## src/rtl/vtpg_pkg.sv

```systemverilog
package vtpg_pkg;

    localparam int NPAT = 16;

    typedef struct packed {
        logic [7:0] r;
        logic [7:0] g;
        logic [7:0] b;
    } rgb_t;

    localparam rgb_t C_WHITE   = '{r: 8'hFF, g: 8'hFF, b: 8'hFF};
    localparam rgb_t C_BLACK   = '{r: 8'h00, g: 8'h00, b: 8'h00};
    localparam rgb_t C_RED     = '{r: 8'hFF, g: 8'h00, b: 8'h00};
    localparam rgb_t C_GREEN   = '{r: 8'h00, g: 8'hFF, b: 8'h00};
    localparam rgb_t C_BLUE    = '{r: 8'h00, g: 8'h00, b: 8'hFF};
    localparam rgb_t C_YELLOW  = '{r: 8'hFF, g: 8'hFF, b: 8'h00};
    localparam rgb_t C_CYAN    = '{r: 8'h00, g: 8'hFF, b: 8'hFF};
    localparam rgb_t C_MAGENTA = '{r: 8'hFF, g: 8'h00, b: 8'hFF};

    localparam logic [3:0] P_CHECKER = 4'd0;
    localparam logic [3:0] P_WHITE   = 4'd1;
    localparam logic [3:0] P_BLACK   = 4'd2;
    localparam logic [3:0] P_RED     = 4'd3;
    localparam logic [3:0] P_GREEN   = 4'd4;
    localparam logic [3:0] P_BLUE    = 4'd5;
    localparam logic [3:0] P_HGRAY   = 4'd6;
    localparam logic [3:0] P_HRED    = 4'd7;
    localparam logic [3:0] P_HGREEN  = 4'd8;
    localparam logic [3:0] P_HBLUE   = 4'd9;
    localparam logic [3:0] P_VGRAY   = 4'd10;
    localparam logic [3:0] P_VRED    = 4'd11;
    localparam logic [3:0] P_VGREEN  = 4'd12;
    localparam logic [3:0] P_VBLUE   = 4'd13;
    localparam logic [3:0] P_CUSTOM  = 4'd14;
    localparam logic [3:0] P_BANDS   = 4'd15;

    localparam logic [23:0] MASK18 = 24'hFCFCFC;

endpackage

```

## src/rtl/vtpg_scroll.sv

```systemverilog
module vtpg_scroll
    import vtpg_pkg::*;
#(
    parameter int FW = 8
) (
    input  logic            clk,
    input  logic            rst_n,
    input  logic            scroll_en,
    input  logic [NPAT-1:0] scroll_mask,
    input  logic [FW-1:0]   scroll_frames,
    input  logic            frame_start,
    input  logic [3:0]      pat_sel,
    output logic [3:0]      pat_out
);

    typedef struct packed {
        logic [3:0]    pat;
        logic [FW-1:0] cnt;
        logic          fs_prev;
    } seq_t;

    seq_t seq_d, seq_q;

    logic [3:0]    nxt_pat;
    logic          nxt_found;
    logic [FW-1:0] limit;
    logic          fs_edge;

    // search upward from the current code for the next allowed one
    always_comb begin
        nxt_pat   = seq_q.pat;
        nxt_found = 1'b0;
        for (int k = 1; k <= NPAT; k++) begin
            logic [3:0] cand;
            cand = seq_q.pat + 4'(k);
            if (!nxt_found && scroll_mask[cand]) begin
                nxt_pat   = cand;
                nxt_found = 1'b1;
            end
        end
    end

    always_comb begin
        seq_d         = seq_q;
        seq_d.fs_prev = frame_start;
        fs_edge       = frame_start & ~seq_q.fs_prev;
        limit         = (scroll_frames == '0) ? FW'(1) : scroll_frames;
        if (!scroll_en) begin
            seq_d.pat = pat_sel;
            seq_d.cnt = '0;
        end else if (fs_edge) begin
            if (seq_q.cnt + FW'(1) >= limit) begin
                seq_d.cnt = '0;
                if (nxt_found) begin
                    seq_d.pat = nxt_pat;
                end
            end else begin
                seq_d.cnt = seq_q.cnt + FW'(1);
            end
        end
    end

    always_ff @(posedge clk or negedge rst_n) begin
        if (!rst_n) begin
            seq_q <= '0;
        end else begin
            seq_q <= seq_d;
        end
    end

    assign pat_out = scroll_en ? seq_q.pat : pat_sel;

endmodule

```

## src/rtl/vtpg_color.sv

```systemverilog
module vtpg_color
    import vtpg_pkg::*;
#(
    parameter int CW = 12
) (
    input  logic [CW-1:0] hpos,
    input  logic [CW-1:0] vpos,
    input  logic [CW-1:0] act_w,
    input  logic [CW-1:0] act_h,
    input  logic [3:0]    pat,
    input  logic          bars_en,
    input  logic          invert,
    input  logic          chk_scale,
    input  logic          chk_custom,
    input  logic          depth18,
    input  logic          band_rev,
    input  logic [23:0]   cust_rgb,
    output logic [23:0]   rgb
);

    localparam int NW = CW + 8;
    localparam int BW = CW + 3;

    // evenly spread level of pos across size, saturating at the top level
    function automatic logic [7:0] ramp_level(input logic [CW-1:0] pos,
                                              input logic [CW-1:0] size,
                                              input logic          d18);
        logic [NW-1:0] num;
        logic [NW-1:0] q;
        if (size == '0) begin
            return d18 ? 8'hFC : 8'hFF;
        end
        num = d18 ? {2'b00, pos, 6'b0} : {pos, 8'b0};
        q   = num / {8'b0, size};
        if (d18) begin
            return (q > NW'(63)) ? 8'hFC : {q[5:0], 2'b00};
        end
        return (q > NW'(255)) ? 8'hFF : q[7:0];
    endfunction

    function automatic logic [2:0] bar_index(input logic [CW-1:0] pos,
                                             input logic [CW-1:0] size);
        logic [BW-1:0] q;
        if (size == '0) begin
            return 3'd7;
        end
        q = {pos, 3'b0} / {3'b0, size};
        return (q > BW'(7)) ? 3'd7 : q[2:0];
    endfunction

    rgb_t          base;
    rgb_t          light;
    logic [CW-1:0] hcell;
    logic [CW-1:0] vcell;
    logic [1:0]    band;
    logic [7:0]    hl;
    logic [7:0]    vl;
    logic [23:0]   shaped;

    always_comb begin
        hcell = chk_scale ? (hpos >> 3) : hpos;
        vcell = chk_scale ? (vpos >> 3) : vpos;
        light = chk_custom ? rgb_t'(cust_rgb) : C_WHITE;
        band  = hcell[1:0] + vcell[1:0];
        if (band_rev) begin
            band = 2'd3 - band;
        end
        hl = ramp_level(hpos, act_w, depth18);
        vl = ramp_level(vpos, act_h, depth18);

        unique case (pat)
            P_CHECKER: base = (hcell[0] ^ vcell[0]) ? C_BLACK : light;
            P_WHITE:   base = C_WHITE;
            P_BLACK:   base = C_BLACK;
            P_RED:     base = C_RED;
            P_GREEN:   base = C_GREEN;
            P_BLUE:    base = C_BLUE;
            P_HGRAY:   base = '{r: hl, g: hl, b: hl};
            P_HRED:    base = '{r: hl, g: 8'h00, b: 8'h00};
            P_HGREEN:  base = '{r: 8'h00, g: hl, b: 8'h00};
            P_HBLUE:   base = '{r: 8'h00, g: 8'h00, b: hl};
            P_VGRAY:   base = '{r: vl, g: vl, b: vl};
            P_VRED:    base = '{r: vl, g: 8'h00, b: 8'h00};
            P_VGREEN:  base = '{r: 8'h00, g: vl, b: 8'h00};
            P_VBLUE:   base = '{r: 8'h00, g: 8'h00, b: vl};
            P_CUSTOM:  base = rgb_t'(cust_rgb);
            default: begin
                unique case (band)
                    2'd0:    base = C_YELLOW;
                    2'd1:    base = C_CYAN;
                    2'd2:    base = C_BLUE;
                    default: base = C_RED;
                endcase
            end
        endcase

        if (bars_en) begin
            unique case (bar_index(hpos, act_w))
                3'd0:    base = C_WHITE;
                3'd1:    base = C_YELLOW;
                3'd2:    base = C_CYAN;
                3'd3:    base = C_GREEN;
                3'd4:    base = C_MAGENTA;
                3'd5:    base = C_RED;
                3'd6:    base = C_BLUE;
                default: base = C_BLACK;
            endcase
        end

        shaped = invert ? ~base : base;
        rgb    = depth18 ? (shaped & MASK18) : shaped;
    end

endmodule

```

## src/rtl/vtpg_pixel_core.sv

```systemverilog
module vtpg_pixel_core
    import vtpg_pkg::*;
#(
    parameter int CW = 12,
    parameter int FW = 8
) (
    input  logic            clk,
    input  logic            rst_n,
    input  logic            de,
    input  logic [CW-1:0]   hpos,
    input  logic [CW-1:0]   vpos,
    input  logic [CW-1:0]   act_w,
    input  logic [CW-1:0]   act_h,
    input  logic [3:0]      pat_sel,
    input  logic            bars_en,
    input  logic            invert,
    input  logic            chk_scale,
    input  logic            chk_custom,
    input  logic            depth18,
    input  logic            band_rev,
    input  logic [23:0]     cust_rgb,
    input  logic            scroll_en,
    input  logic [NPAT-1:0] scroll_mask,
    input  logic [FW-1:0]   scroll_frames,
    input  logic            frame_start,
    output logic [23:0]     pix_rgb
);

    typedef struct packed {
        logic [23:0] pix;
    } out_t;

    out_t        out_d, out_q;
    logic [3:0]  eff_pat;
    logic [23:0] color;

    vtpg_scroll #(.FW(FW)) u_scroll (
        .clk          (clk),
        .rst_n        (rst_n),
        .scroll_en    (scroll_en),
        .scroll_mask  (scroll_mask),
        .scroll_frames(scroll_frames),
        .frame_start  (frame_start),
        .pat_sel      (pat_sel),
        .pat_out      (eff_pat)
    );

    vtpg_color #(.CW(CW)) u_color (
        .hpos      (hpos),
        .vpos      (vpos),
        .act_w     (act_w),
        .act_h     (act_h),
        .pat       (eff_pat),
        .bars_en   (bars_en),
        .invert    (invert),
        .chk_scale (chk_scale),
        .chk_custom(chk_custom),
        .depth18   (depth18),
        .band_rev  (band_rev),
        .cust_rgb  (cust_rgb),
        .rgb       (color)
    );

    always_comb begin
        out_d     = out_q;
        out_d.pix = de ? color : 24'h0;
    end

    always_ff @(posedge clk or negedge rst_n) begin
        if (!rst_n) begin
            out_q <= '0;
        end else begin
            out_q <= out_d;
        end
    end

    assign pix_rgb = out_q.pix;

endmodule

```

## config.mk

```make
export PLATFORM = sky130hd
export DESIGN_NAME = vtpg_pixel_core
export DESIGN_NICKNAME = d
export VERILOG_FILES = /design/src/rtl/vtpg_pkg.sv /design/src/rtl/vtpg_scroll.sv /design/src/rtl/vtpg_color.sv /design/src/rtl/vtpg_pixel_core.sv
export SDC_FILE = /design/constraint.sdc
export NUM_CORES = 2
export LEC_CHECK = 0
export BUFFER_PORTS_ARGS = -buffer_cell sky130_fd_sc_hd__buf_2
export CAP_MARGIN = 15
export CORE_UTILIZATION = 35
export CTS_BUF_LIST = sky130_fd_sc_hd__clkbuf_16
export DETAILED_ROUTE_END_ITERATION = 7
export PLACE_DENSITY_LB_ADDON = 0.15
export SLEW_MARGIN = 20
export SYNTH_ARGS = -nofsm -noshare
export SYNTH_HDL_FRONTEND = slang
export SYNTH_SLANG_ARGS = --single-unit
```

## constraint.sdc

```tcl
create_clock -name clk -period 6.7 [get_ports clk]
set_clock_uncertainty 0.1 [all_clocks]
set_input_delay 1.005 -clock clk [delete_from_list [all_inputs] [get_ports clk]]
set_output_delay 1.005 -clock clk [all_outputs]
set_load 0.01 [all_outputs]
```

==> metrics <==
library cells used by synthesis 107; commonest non-fill, non-tap cells in the layout buf_4, ha_1, nor2_1; Worst Tran Pin Value 1.22 ns; CP peak stage delay 0.55 ns; Slowest cell on crit path or4_4; endpoints failing hold 0; Num CTS Buffers 5; Max Buffers Root-to-Sink 2; worst path bufs/invs 48; fmax 27.0 MHz; WL/cell 17.2 µm; pin count of the biggest net entering global routing 38; number of buffers added on ports 134; Root Buffer Master clkbuf_16; status finished with violations; commonest non-fill, non-tap cell in the layout buf_4; # fillers 7480; DRT iter0 DRCs 2135; CTS tree done; first-pass GRT wire length 195000 µm; pre-CTS setup slack -30.44 ns; Final nets 6762; crit start category primary input; Sum Neg Setup Slack -632.89 ns; synthesized netlist cell count 4148; vias in the first global route 38400; Worst Slack Setup Final -30.36 ns; max_cap viols 0; crit-path max FO 7; Finished Layout Cells 7249; die area 85000 µm²; initial antenna violation count 2; most frequent CP cell buf_4; worst endpoint required time 6.76 ns; cell family with most CP delay compound AO/OA/AOI/OAI gates; Worst-Skew Late Latency 0.28 ns; Final ANT Viol Nets 0; Post-synth EDFFs 0; iteration count of the initial detailed-routing pass 6; die span in y 292 µm; H-tree depth 2; Tmin final 37.06 ns; Core Region 82500 µm²; Residual DRC 0; fin crit share 553%; Avg Vias per Cell 5.44; Clock transition at path regs 0.06 ns; hpwl dp 97100 µm; sequential area share after synthesis 3.16%; Arr. time, crit path 37.12 ns; share of post-route cells with drive strength above 1 45.7%; max-slew violation count 0; Syn Area/Cell 7.07 µm²; RSZ-0062 raised after global routing yes; failing checks negative setup slack; Setup CP Type in -> reg; Vias 39500; row count 105; Initial Util 35.6%; CP Capture Type register; synthesized flop and latch total 37; CTS Sinks 37; Routed WL 125000 µm; GRT Total Usage 27.7%; Post-Syn Area 29300 µm²; Worst slew margin 18.2%; setup violators final 24; Async S/R FF share, synth 100%; gpl congestion 0.958; Hold Crit Class reg -> reg; total grt overflow 0; Syn. warnings 0; dpl cells 6879; Hold-fix buffers, CTS 0; top_reg_cell synth dfrtp_1; Area Overhead vs Synth 69.0%; r2r setup slk 1.42 ns; Chip Width 292 µm; I/O pins 135; Net Count, Synth 4735
==> synthesized netlist by cell type (68+ instances only) <==
cell      instances  area share (%)
a21oi_1         333             5.7
nand3_1          87             1.5
inv_1           170             2.2
nor3_1          206             3.5
ha_1            473              20
nand4_1          68             1.5
nor2_1          393             5.0
nand2_1         338             4.3
xor2_1           79             2.4
o21a_1          206             5.3
mux2_2          151             5.8
a21o_1          123             3.1
o21ai_0         268             4.6
xnor2_1         160             4.8
mux2i_1          77             2.6
clkbuf_1         84             1.1
==> layout make-up <==
class	instances	area, µm²	share of cell area (%)
antenna	3	7.51	0.0151
clock buffer	5	125	0.252
clock inverter	3	65.1	0.131
inverter	174	667	1.35
multi-input combinational	3842	30600	61.7
sequential	37	926	1.87
tap	1070	1340	2.70
timing repair buffer	2115	15900	32.0
==> worst register-to-register path: cells and delay by family (launching register included) <==
kind | cells | cell delay [ns]
mux | 3 | 0.85
compound gates | 11 | 1.75
xor+xnor | 1 | 0.53
simple gates | 3 | 0.56
fa+ha+maj | 1 | 0.31
flops | 1 | 0.61
buf+inv | 2 | 0.50
==> state kept, by name, indices dropped and copies added, names as in the netlist <==
name and cells:
u_scroll.seq_q 13, pix_rgb 24
==> what timing repair did <==
action,CTS,global route
resized for setup,253,209
setup buffers,287,84
gates cloned,1,2
endpoints found under the setup margin,24,24
pin swaps,148,156
==> final timing paths <==
path / cells past startpoint / end / start
max reg2reg: 21 / u_scroll.seq_q[11] / u_scroll.seq_q[9]
min: 2 / u_scroll.seq_q[8] / u_scroll.seq_q[8]
max: 207 / pix_rgb[18] / act_w[7]
min in group asynchronous: 1 / pix_rgb[22] / rst_n
min reg2reg: 2 / u_scroll.seq_q[8] / u_scroll.seq_q[8]
max in group asynchronous: 1 / pix_rgb[3] / rst_n
==> kinds of logic after synthesis <==
kind of cell | synth area share [%]
simple gates | 24.6
compound gates | 32.1
fa+ha+maj | 20.4
buf+inv | 3.50
xor+xnor | 7.14
mux | 9.14
flops | 3.16
==> layer usage <==
metal | GRT usage [%] | routed length (µm)
met2 | 48.9 | 58700
met4 | 6.98 | 3950
met1 | 36.4 | 56600
met5 | 0 | 0
met3 | 1.32 | 5200
==> through the flow <==
stage	cell area (µm²)	utilization (%)	hold WS, ns
2_1_floorplan	31000	-	0.369
3_3_place_gp	44500	53.9	0.382
3_5_place_dp	44500	53.9	0.394
4_1_cts	48000	58.2	0.407
5_1_grt	49600	60.1	0.448
6_report	49600	60.1	0.405
Power is left out: the tool's default activity adds up to more than one toggle a clock period on the data nets, which glitch-free logic cannot reach.
